--- src/rtl/bnnpool_pkg.sv ---
package bnnpool_pkg;

   typedef enum logic [1:0] {
      EV_IDLE = 2'd0,
      EV_PASS = 2'd1,
      EV_HIT  = 2'd2,
      EV_ZERO = 2'd3
   } pool_event_e;

   function automatic int unsigned width_for(input int unsigned v);
      return (v < 2) ? 1 : $clog2(v + 1);
   endfunction

endpackage

--- src/rtl/pool_elem_counter.sv ---
module pool_elem_counter #(
   parameter int unsigned MAX_POOL = 16,
   parameter int unsigned PW       = 5
) (
   input  logic          clk,
   input  logic          rst_n,
   input  logic          step,
   input  logic          restart,
   input  logic          clear,
   input  logic [PW-1:0] size_raw,
   output logic          at_last,
   output logic [PW-1:0] remain
);
   localparam logic [PW-1:0] MAXV = PW'(MAX_POOL);
   localparam logic [PW-1:0] ONE  = PW'(1);

   logic [PW-1:0] pos_q;
   logic [PW-1:0] size_eff;
   logic [PW:0]   pos_next_w;

   always_comb begin
      if (size_raw == '0)
         size_eff = ONE;
      else if (size_raw > MAXV)
         size_eff = MAXV;
      else
         size_eff = size_raw;
   end

   assign pos_next_w = {1'b0, pos_q} + 1'b1;
   assign at_last    = (pos_next_w >= {1'b0, size_eff});
   assign remain     = at_last ? '0 : (size_eff - pos_q - ONE);

   always_ff @(posedge clk or negedge rst_n) begin
      if (!rst_n)
         pos_q <= '0;
      else if (clear)
         pos_q <= '0;
      else if (step) begin
         if (restart || at_last)
            pos_q <= '0;
         else
            pos_q <= pos_next_w[PW-1:0];
      end
   end

endmodule

--- src/rtl/cache_index_gen.sv ---
module cache_index_gen #(
   parameter int unsigned DEPTH = 32,
   parameter int unsigned IW    = 5
) (
   input  logic          clk,
   input  logic          rst_n,
   input  logic          advance,
   output logic [IW-1:0] idx
);
   localparam bit POW2 = ((DEPTH & (DEPTH - 1)) == 0) && (DEPTH == (1 << IW));

   logic [IW-1:0] idx_q;
   logic [IW-1:0] idx_n;

   generate
      if (POW2) begin : g_pow2
         always_comb idx_n = idx_q + 1'b1;
      end else begin : g_cmp
         localparam logic [IW-1:0] LASTI = IW'(DEPTH - 1);
         always_comb idx_n = (idx_q == LASTI) ? '0 : idx_q + 1'b1;
      end
   endgenerate

   always_ff @(posedge clk or negedge rst_n) begin
      if (!rst_n)
         idx_q <= '0;
      else if (advance)
         idx_q <= idx_n;
   end

   assign idx = idx_q;

endmodule

--- src/rtl/skip_stat_acc.sv ---
module skip_stat_acc #(
   parameter int unsigned SW = 16,
   parameter int unsigned PW = 5
) (
   input  logic          clk,
   input  logic          rst_n,
   input  logic          add_en,
   input  logic [PW-1:0] add_val,
   output logic [SW-1:0] total
);
   localparam int unsigned AW = ((SW > PW) ? SW : PW) + 1;

   logic [SW-1:0] tot_q;
   logic [AW-1:0] sum_w;
   logic [AW-1:0] cap_w;

   assign cap_w = AW'({SW{1'b1}});
   assign sum_w = AW'(tot_q) + AW'(add_val);

   always_ff @(posedge clk or negedge rst_n) begin
      if (!rst_n)
         tot_q <= '0;
      else if (add_en)
         tot_q <= (sum_w > cap_w) ? {SW{1'b1}} : sum_w[SW-1:0];
   end

   assign total = tot_q;

endmodule

--- src/rtl/bnn_maxpool_skip.sv ---
module bnn_maxpool_skip #(
   parameter int unsigned MAX_POOL    = 16,
   parameter int unsigned CACHE_DEPTH = 32,
   parameter int unsigned STAT_W      = 16,
   parameter bit          HAS_POOL    = 1'b1,
   localparam int unsigned PW = bnnpool_pkg::width_for(MAX_POOL),
   localparam int unsigned IW = $clog2(CACHE_DEPTH)
) (
   input  logic              clk,
   input  logic              rst_n,
   input  logic              act_valid,
   input  logic              act_bit,
   input  logic [PW-1:0]     pool_size,
   input  logic              bypass,
   output logic              wr_en,
   output logic              wr_bit,
   output logic [IW-1:0]     wr_idx,
   output logic              skip_req,
   output logic [PW-1:0]     skip_cnt,
   output logic              flush_req,
   output logic [STAT_W-1:0] skip_total
);
   import bnnpool_pkg::*;

   generate
      if (MAX_POOL < 12) begin : g_bad_pool
         $error("MAX_POOL must be at least 12");
      end
      if (CACHE_DEPTH < 2) begin : g_bad_depth
         $error("CACHE_DEPTH must be at least 2");
      end
      if (STAT_W < 2) begin : g_bad_stat
         $error("STAT_W must be at least 2");
      end
   endgenerate

   logic          pooled;
   logic          at_last;
   logic [PW-1:0] remain;
   logic [IW-1:0] idx_now;
   pool_event_e   ev;
   logic          advance;
   logic          do_skip;

   generate
      if (HAS_POOL) begin : g_pool
         assign pooled = ~bypass;
      end else begin : g_nopool
         assign pooled = 1'b0;
      end
   endgenerate

   always_comb begin
      ev = EV_IDLE;
      if (act_valid) begin
         if (!pooled)
            ev = EV_PASS;
         else if (act_bit)
            ev = EV_HIT;
         else if (at_last)
            ev = EV_ZERO;
      end
   end

   assign advance = (ev != EV_IDLE);
   assign do_skip = (ev == EV_HIT) && (remain != '0);

   pool_elem_counter #(
      .MAX_POOL (MAX_POOL),
      .PW       (PW)
   ) u_cnt (
      .clk      (clk),
      .rst_n    (rst_n),
      .step     (act_valid & pooled),
      .restart  (act_bit),
      .clear    (~pooled),
      .size_raw (pool_size),
      .at_last  (at_last),
      .remain   (remain)
   );

   cache_index_gen #(
      .DEPTH   (CACHE_DEPTH),
      .IW      (IW)
   ) u_idx (
      .clk     (clk),
      .rst_n   (rst_n),
      .advance (advance),
      .idx     (idx_now)
   );

   skip_stat_acc #(
      .SW      (STAT_W),
      .PW      (PW)
   ) u_stat (
      .clk     (clk),
      .rst_n   (rst_n),
      .add_en  (do_skip),
      .add_val (remain),
      .total   (skip_total)
   );

   always_ff @(posedge clk or negedge rst_n) begin
      if (!rst_n) begin
         wr_en     <= 1'b0;
         wr_bit    <= 1'b0;
         wr_idx    <= '0;
         skip_req  <= 1'b0;
         skip_cnt  <= '0;
         flush_req <= 1'b0;
      end else begin
         wr_en     <= advance;
         wr_bit    <= (ev == EV_HIT) || ((ev == EV_PASS) && act_bit);
         wr_idx    <= advance ? idx_now : wr_idx;
         skip_req  <= do_skip;
         flush_req <= do_skip;
         skip_cnt  <= do_skip ? remain : '0;
      end
   end

endmodule

--- config.mk ---
export PLATFORM = sky130hd
export DESIGN_NAME = bnn_maxpool_skip
export DESIGN_NICKNAME = d
export VERILOG_FILES = /design/src/rtl/bnnpool_pkg.sv /design/src/rtl/pool_elem_counter.sv /design/src/rtl/cache_index_gen.sv /design/src/rtl/skip_stat_acc.sv /design/src/rtl/bnn_maxpool_skip.sv
export SDC_FILE = /design/constraint.sdc
export NUM_CORES = 1
export LEC_CHECK = 0
export CAP_MARGIN = 20
export CELL_PAD_IN_SITES_DETAIL_PLACEMENT = 1
export CELL_PAD_IN_SITES_GLOBAL_PLACEMENT = 2
export CORE_MARGIN = 4
export CORE_UTILIZATION = 37
export DETAILED_ROUTE_END_ITERATION = 10
export PLACE_DENSITY = 0.81
export SLEW_MARGIN = 20
export SYNTH_ARGS = -nofsm -noshare
export SYNTH_HDL_FRONTEND = slang
export SYNTH_SLANG_ARGS = --single-unit
--- constraint.sdc ---
create_clock -name clk -period 8.6 [get_ports clk]
set_clock_uncertainty 0.2 [all_clocks]
set_input_delay 1.29 -clock clk [delete_from_list [all_inputs] [get_ports clk]]
set_output_delay 1.29 -clock clk [all_outputs]
set_load 0.03 [all_outputs]
Yosys cells after proc, flatten, opt, wreduce, memory -nomap -nowiden
Index checks and enable logic that the tools add are counted.
W data, S select, Z words.
- bits in registers: 39
- output and inout bits: 30
- input port bits: 10
- magnitude comparators: 3
- bitwise gates (word level): 2
- add/subtract/negate cells: 5
- mux-type cells: 12
- reductions and logical operators: 8
- eq/ne operators: 2
- operators with widths (kind ; number):
    $mux W5 ; 7
    $add A16 B5 Y17 ; 1
    $gt A17 B16 Y1 const B ; 1
    $mux W16 ; 1
    $mux W2 ; 4
    $add A5 B1 Y6 const B ; 1
    $ge A6 B5 Y1 ; 1
    $add A5 B1 Y5 const B ; 1
    $gt A5 B5 Y1 const B ; 1
    $logic_not A5 Y1 ; 1
    $reduce_bool A5 Y1 ; 1
    $sub A5 B1 Y5 const B ; 1
    $sub A5 B5 Y5 ; 1
    $reduce_bool A2 Y1 ; 2
    $eq A2 B1 Y1 const B ; 1
    $eq A2 B2 Y1 const B ; 1
    $logic_and A1 B1 Y1 ; 2
    $logic_or A1 B1 Y1 ; 2
    $and A1 B1 Y1 ; 1
    $not A1 Y1 ; 1

Longest topological paths before layout
Gate-level depths: netlist of the first run.
- word-level depth: 11
- mapped depth: 18
- depth with buffers taken out: 16

Cells and area by module
From an unflattened synthesis of the first run, not the netlist that was laid out.
- cell total of the unflattened synthesis: 225
- area total of the unflattened synthesis: 2306.0 um^2
- modules (own cells, without submodules) (module ; area each (um^2) ; cells an instance ; times used):
    skip_stat_acc ; 972.2 ; 101 ; 1
    pool_elem_counter ; 648.1 ; 79 ; 1
    bnn_maxpool_skip ; 485.5 ; 31 ; 1
    cache_index_gen ; 200.2 ; 14 ; 1

Least setup slack after synthesis of the first run
OpenSTA, ideal clock, no wires.
- kind: input to register
- start point: input pool_size[3]
- end point: register u_stat.tot_q[12], in the netlist u_stat.total[12]
- required time: 8.273 ns
- stages: 17
- slack: 3.750 ns
- arrival time: 4.522 ns
- path through: nor3_1 nor2_1 nor2_1 ha_1 inv_1 fa_1 nand2b_1 a21oi_1 xnor2_2 buf_2 nor2_1 ha_1 o21ai_1 o21bai_2 nand2_1 a2111oi_1 mux2_1
- cells in the longest elaborated chain, start to end: 10
- ends and longest elaborated chain (element ; RTL line ; text):
    from (decl) ; bnn_maxpool_skip.sv:13 ; input logic [PW-1:0] pool_size,
    $gt A5 B5 Y1 ; pool_elem_counter.sv:24 ; else if (size_raw > MAXV)
    $mux W5 ; pool_elem_counter.sv:24 ;
    $mux W5 (*) ; pool_elem_counter.sv:22 ; if (size_raw == '0)
    branches (longest 7 deep; another with $add A16 B5 Y17) ; -- ;
    to (signal assigned) ; skip_stat_acc.sv:24 ; tot_q <= (sum_w > cap_w) ? {SW{1'b1}} : sum_w[SW-1:0];
    to (decl) ; skip_stat_acc.sv:13 ; logic [SW-1:0] tot_q;
Mark *: on every way between the ends.
A chain may end at the register's enable or synchronous reset.

Final worst setup path of the first run
- start point: input pool_size[3]
- end point: register u_stat.tot_q[3], in the netlist u_stat.total[3]
The elaborated chain is that of the path after synthesis.

==> flow_summary.json, run 1 <==
{
  "p_int_uw": 487,
  "fin_crit_ns": 5.55,
  "holdPathStages": 1,
  "crit_top_cell": "nor2_1",
  "antenna_found_initial": 0,
  "cts_max_level": 2,
  "synthToLayoutAreaGrowth_pct": 21.9,
  "num_rows": 29,
  "power_density_nw_per_um2": 255,
  "placed_cell_area_sq_um": 2950,
  "drtIter0Drc": 32,
  "cts-root-buf": "clkbuf_8",
  "critical-path-top-delay-family": "compound AO/OA/AOI/OAI gates",
  "power_leakage_nw": 1.33,
  "dpl.hpwl_mm": 4.43,
  "yosysSeqAreaShare_pct": 38.8,
  "post_cts_buffers": 0,
  "fin_area_sq_um": 3070,
  "cp-start-kind": "primary input",
  "syn_area_sq_um": 2520,
  "cp_max_fo": 13,
  "synth_top_area_share_pct": 38.8,
  "power.share.clock_pct": 20.7,
  "p_sw_share_pct": 37.7,
  "relSlewSlack_pct": 35.2,
  "pwr-share-seq_pct": 34.8,
  "cts_tree": "built",
  "grt-ovfl-total": 0,
  "combPwrFrac_pct": 44.5,
  "r2r-start": "u_cnt.pos_q[1]$_DFFE_PN0P_",
  "num-fill-cells": 704,
  "final_core_util_pct": 47.2,
  "diodes": 0,
  "cp_cell_sequence": "clkdlybuf4s50_1 -> nor3_1 -> nor2_1 -> nor2_1 -> ha_1 -> a21boi_1 -> o22ai_4 -> o21ai_1 -> nor2_1 -> ha_1 -> fa_1 -> a211oi_1 -> o21bai_2 -> nand4_1 -> o21ai_0 -> mux2_4",
  "dr.pass1.iters": 4,
  "final_common_cell": "dfrtp_1",
  "worst_ep_required_time_ns": 8.58,
  "cp.arrival_ns": 5.53,
  "cts_resized": 0,
  "cts_buffers": 5,
  "initial_utilization_pct": 38.8,
  "synth-main-ff-cell": "dfrtp_1",
  "nets": 303,
  "synthCells": 236,
  "status": "completed",
  "wl_per_cell_um": 16.3,
  "worst_path_max_delay_cell": "o21ai_1",
  "cts_hold_buffers": 0,
  "routed_via_density": 5.34,
  "yosysTopAreaCell": "dfrtp_1",
  "finalCritPeriodShare_pct": 64.5,
  "async_flop_share_pct": 100,
  "synth_edf_count": 0,
  "startpoint": "pool_size[3]",
  "slowest_delay_ns": 0.56,
  "hold_start": "u_idx.idx[4]$_DFFE_PN0P_",
  "ys_seq_elements": 39,
  "die_area_sq_um": 8190,
  "synth.distinct_cells": 50,
  "track_usage_pct": 14.6,
  "drive_above_1_share_pct": 13.0,
  "max_freq_ghz": 0.180,
  "worst_pin_slew_ns": 0.968,
  "routed_wl_mm": 5.75,
  "clock_sinks": 39,
  "r2r_cells": 13,
  "ioPinCount": 40,
  "grt_max_degree": 40,
  "maxSlewViolCount": 0,
  "cp.depth": 16,
  "peakVddDrop_mv": 0.115,
  "min_path_type": "flip-flop to flip-flop",
  "first_global_vias": 1940,
  "endpoint_kind": "flip-flop",
  "grt_pass1_wl_mm": 9.67,
  "coreArea_sq_um": 6490,
  "cp_num_buf_inv": 1,
  "vias": 1884,
  "final_cell_mix": "39 x dfrtp_1, 38 x clkdlybuf4s50_1, 24 x nand2_1",
  "maxCapViolCount": 0,
  "clk_latency_ns": 0.30,
  "switching_power_uw": 294,
  "hold_ws_ns": 0.272,
  "gp_congestion": 0.773,
  "syn_avg_cell_area_sq_um": 10.7,
  "die_w_um": 90.5,
  "die_h_um": 90.5,
  "ant_nets": 0,
  "synth.area.top_cells": "dfrtp_1 39%, ha_1 8.0%, mux2_4 6.6%, mux2_1 4.9%, nand2_1 3.6%",
  "clkTransAtPathRegs_ns": 0.08,
  "criticalPathCategory": "primary input to flip-flop",
  "portBuffers": 39,
  "hold_violations": 0,
  "syn_nets": 264,
  "clockBufferDepth": 2,
  "setup_viol": 0,
  "yosys_warnings": 0,
  "setup_tns_ns": 0,
  "rsz0062_at_grt": "false",
  "route.detailed.drc": 0
}
[synth_stat cells, drive strengths merged (4+ instances only)]
| library cell | instances |
|---|---|
| ha | 16 |
| buf | 7 |
| xor2 | 4 |
| a211oi | 11 |
| dfrtp | 39 |
| mux2 | 22 |
| nand2b | 8 |
| and2 | 4 |
| o21ai | 6 |
| nand3 | 10 |
| nor2 | 21 |
| xnor2 | 8 |
| a21oi | 6 |
| a2111oi | 4 |
| nand2 | 24 |
| inv | 12 |
[final timing paths]
kind | end | slack [ns]
hold reg to reg | u_idx.idx[4]$_DFFE_PN0P_ | 0.27
setup / recovery | u_stat.total[3]$_DFFE_PN0P_ | 3.05
min in group asynchronous | skip_cnt[2]$_DFF_PN0_ | 0.92
max in group asynchronous | u_idx.idx[1]$_DFFE_PN0P_ | 6.73
hold / removal | u_idx.idx[4]$_DFFE_PN0P_ | 0.27
setup reg to reg | u_stat.total[3]$_DFFE_PN0P_ | 4.05
[layout make-up]
class | count | area, sq um | area share, %
sequential | 39 | 976 | 31.8
inverter | 12 | 45.0 | 1.47
timing repair buffer | 40 | 393 | 12.8
tap | 77 | 96.3 | 3.14
multi-input combinational | 177 | 1440 | 46.9
clock inverter | 2 | 35.0 | 1.14
clock buffer | 6 | 82.6 | 2.69
[power by group through the flow]
stage	Clock (mW)	Sequential, mW	Combinational, mW
4_1_cts	0.170	0.273	0.352
3_5_place_dp	0	0.277	0.350
3_3_place_gp	0	0.276	0.345
5_1_grt	0.178	0.280	0.377
2_1_floorplan	0	0.329	0.180
6_report	0.162	0.272	0.348
[cells by family (layout without fill, tap and decap cells)]
group | after synthesis | in the layout | share of synthesized area [%]
multiplexers | 23 | 23 | 11.9
buffers and inverters | 20 | 60 | 4.03
AND/OR/NAND/NOR | 78 | 78 | 14.7
adder cells (fa/ha/maj) | 18 | 18 | 9.54
XOR/XNOR | 12 | 12 | 4.47
AO/OA/AOI/OAI | 46 | 46 | 16.7
flip-flops | 39 | 39 | 38.8
[flip-flops by register name, indices dropped and copies added, names as in the netlist]
| name | cells |
|---|---|
| wr_bit | 1 |
| wr_en | 1 |
| u_cnt.pos_q | 5 |
| wr_idx | 5 |
| skip_cnt | 5 |
| flush_req | 1 |
| u_idx.idx | 5 |
| u_stat.total | 16 |
[stage by stage]
step                setup slack (ns)  cells  power, mW
global placement                2.90    345      0.621
floorplan                       3.75    236      0.509
global route                    2.67    353      0.836
CTS                             3.01    353      0.796
finish                          3.05    353      0.781
detailed placement              2.72    345      0.627
[layer usage]
metal,vias to the layer above,track usage [%],wire length (um)
met5,-,0,0
met4,0,4.97,79
met3,6,3.17,146
met2,28,22.8,2650
met1,929,19.9,2870
li1,921,-,-
No activity file was read; power rests on OpenSTA's default activity.
==> inputs of run 2 (changes only) <==
--- a/config.mk
+++ b/config.mk
@@ -9,9 +9,9 @@
 export CELL_PAD_IN_SITES_DETAIL_PLACEMENT = 1
 export CELL_PAD_IN_SITES_GLOBAL_PLACEMENT = 2
 export CORE_MARGIN = 4
-export CORE_UTILIZATION = 37
+export CORE_UTILIZATION = 31
 export DETAILED_ROUTE_END_ITERATION = 10
-export PLACE_DENSITY = 0.81
+export PLACE_DENSITY = 0.73
 export SLEW_MARGIN = 20
 export SYNTH_ARGS = -nofsm -noshare
 export SYNTH_HDL_FRONTEND = slang
==> constraint.sdc (replaced) <==
create_clock -name clk -period 4.4 [get_ports clk]
set_clock_uncertainty 0.2 [all_clocks]
set_input_delay 0.66 -clock clk [delete_from_list [all_inputs] [get_ports clk]]
set_output_delay 0.66 -clock clk [all_outputs]
set_load 0.03 [all_outputs]
==> run 2 against run 1 <==
Against the previous run:
- worst setup slack worse by 2.8 ns
- wire length up 7.6%
- count of clock-buffer cells in the layout increased by 2
- global-route usage down 0.78 points
- hold slack improved by 0.019 ns
- sequential share of layout area down 2.9 points
- critical path depth grew 1
- total power is 100% higher
- sequential power rose by 95%
- first-iteration DRC count increased by 44%
- utilization is 4.0 points lower
- largest cell class unchanged
==> flow_summary.json, run 2 (synthesis results as in run 1) <==
{
  "num_rows": 32,
  "r2r_cells": 15,
  "initial_utilization_pct": 32.2,
  "clockBufferDepth": 2,
  "cts_tree": "built",
  "cp.arrival_ns": 4.15,
  "grt_pass1_wl_mm": 10.9,
  "ioPinCount": 40,
  "die_h_um": 98.1,
  "cp_cell_sequence": "clkdlybuf4s50_1 -> nor3_2 -> nor2_1 -> nor2_2 -> ha_2 -> inv_1 -> fa_1 -> nand2b_1 -> a21oi_2 -> xnor2_2 -> nor2_1 -> ha_1 -> o21ai_1 -> o21bai_2 -> nand2_1 -> a2111oi_4 -> mux2_1",
  "min_path_type": "primary input to async pin",
  "largest_reg_flops": 16,
  "combPwrFrac_pct": 49.3,
  "nets": 336,
  "cts-root-buf": "clkbuf_8",
  "dp_cells": 403,
  "final_cells": 411,
  "slowest_delay_ns": 0.44,
  "crit_top_cell": "nor2_1",
  "relSlewSlack_pct": 40.1,
  "timing.final.ws_setup_ns": 0.226,
  "grt_max_degree": 40,
  "gp_congestion": 0.802,
  "vias": 2011,
  "status": "completed",
  "cp-start-kind": "primary input",
  "coreArea_sq_um": 7810,
  "wl_per_cell_um": 15.0,
  "power_density_nw_per_um2": 467,
  "routed_via_density": 4.89,
  "dr.pass1.iters": 4,
  "cts_max_level": 2,
  "p_sw_share_pct": 37.7,
  "criticalPathCategory": "primary input to flip-flop",
  "dpl.hpwl_mm": 4.71,
  "worst_ep_required_time_ns": 4.38,
  "switching_power_uw": 594,
  "clkTransAtPathRegs_ns": 0.08,
  "antenna_found_initial": 0,
  "power.share.clock_pct": 17.1,
  "route.detailed.drc": 0,
  "drtIter0Drc": 46,
  "die_w_um": 98.1,
  "routed_wl_mm": 6.18,
  "track_usage_pct": 13.8,
  "diodes": 0,
  "power_leakage_nw": 1.48,
  "synthToLayoutAreaGrowth_pct": 34.2,
  "drive_above_1_share_pct": 23.9,
  "endpoint_kind": "flip-flop",
  "p_int_uw": 984,
  "worst_pin_slew_ns": 0.898,
  "final_core_util_pct": 43.3,
  "first_global_vias": 2162,
  "setup_viol": 0,
  "post_cts_buffers": 0,
  "pre_cts_ws_ns": -0.164,
  "maxCapViolCount": 0,
  "portBuffers": 39,
  "max_freq_ghz": 0.240,
  "peakVddDrop_mv": 0.212,
  "final_common_cell": "dfrtp_1",
  "ant_nets": 0,
  "worst_path_max_delay_cell": "clkdlybuf4s50_1",
  "clk_latency_ns": 0.29,
  "maxSlewViolCount": 0,
  "finalCritPeriodShare_pct": 94.9,
  "hold_violations": 0,
  "grt-ovfl-total": 0,
  "final_cell_mix": "39 x dfrtp_1, 38 x clkdlybuf4s50_1, 33 x buf_4",
  "clock_sinks": 39,
  "pwr-share-seq_pct": 33.6,
  "fin_crit_ns": 4.17,
  "die_area_sq_um": 9630,
  "cp_max_fo": 4,
  "cts_buffers": 5
}
run 2: power by group through the flow:
stage / Combinational [mW] / Sequential [mW] / Clock, mW
final: 0.779 / 0.530 / 0.269
after global routing: 0.844 / 0.551 / 0.300
after CTS: 0.785 / 0.534 / 0.284
after detailed placement: 0.781 / 0.539 / 0
after global placement: 0.766 / 0.535 / 0
after floorplan: 0.353 / 0.642 / 0
run 2: final timing paths:
check	startpoint	endpoint	slack, ns
max in group asynchronous	rst_n	u_stat.total[8]$_DFFE_PN0P_	3.15
min reg2reg	u_idx.idx[3]$_DFFE_PN0P_	u_idx.idx[3]$_DFFE_PN0P_	0.29
min in group clk	u_idx.idx[3]$_DFFE_PN0P_	u_idx.idx[3]$_DFFE_PN0P_	0.29
min	rst_n	u_stat.total[15]$_DFFE_PN0P_	0.29
max reg2reg	u_cnt.pos_q[0]$_DFFE_PN0P_	u_stat.total[11]$_DFFE_PN0P_	0.44
max	pool_size[3]	u_stat.total[12]$_DFFE_PN0P_	0.23
run 2: stage by stage:
step / total power, mW / TNS [ns] / hold WS, ns / area (sq um)
after floorplan: 0.995 / 0 / 0.164 / 2520
after global placement: 1.30 / -0.0946 / 0.263 / 3240
after detailed placement: 1.32 / -1.02 / 0.288 / 3240
after CTS: 1.60 / 0 / 0.301 / 3340
after global routing: 1.70 / -0.0189 / 0.333 / 3380
final: 1.58 / 0 / 0.291 / 3380
run 2: final cells by class:
cell class / count / area, sq um
inverter: 12 / 45.0
multi-input combinational: 177 / 1480
fill: 900 / 4430
tap: 102 / 128
timing repair buffer: 73 / 653
clock buffer: 8 / 100
sequential: 39 / 976
run 2: layer usage:
layer / wire length (um) / track usage, %
met5: 0 / 0
met2: 3010 / 22.6
met3: 190 / 2.64
met1: 2890 / 18.6
met4: 87 / 4.15
run 2: what timing repair did:
item	CTS	global route
gates resized for setup	0	7
hold buffers	0	0
setup endpoints to repair	0	8
run 2: worst max-delay path, delay by kind of cell:
kind	cells	cell delay [ns]
buffers and inverters	2	0.49
adder cells (fa/ha/maj)	3	0.91
XOR/XNOR	1	0.14
AO/OA/AOI/OAI	4	0.87
multiplexers	1	0.36
AND/OR/NAND/NOR	6	0.72
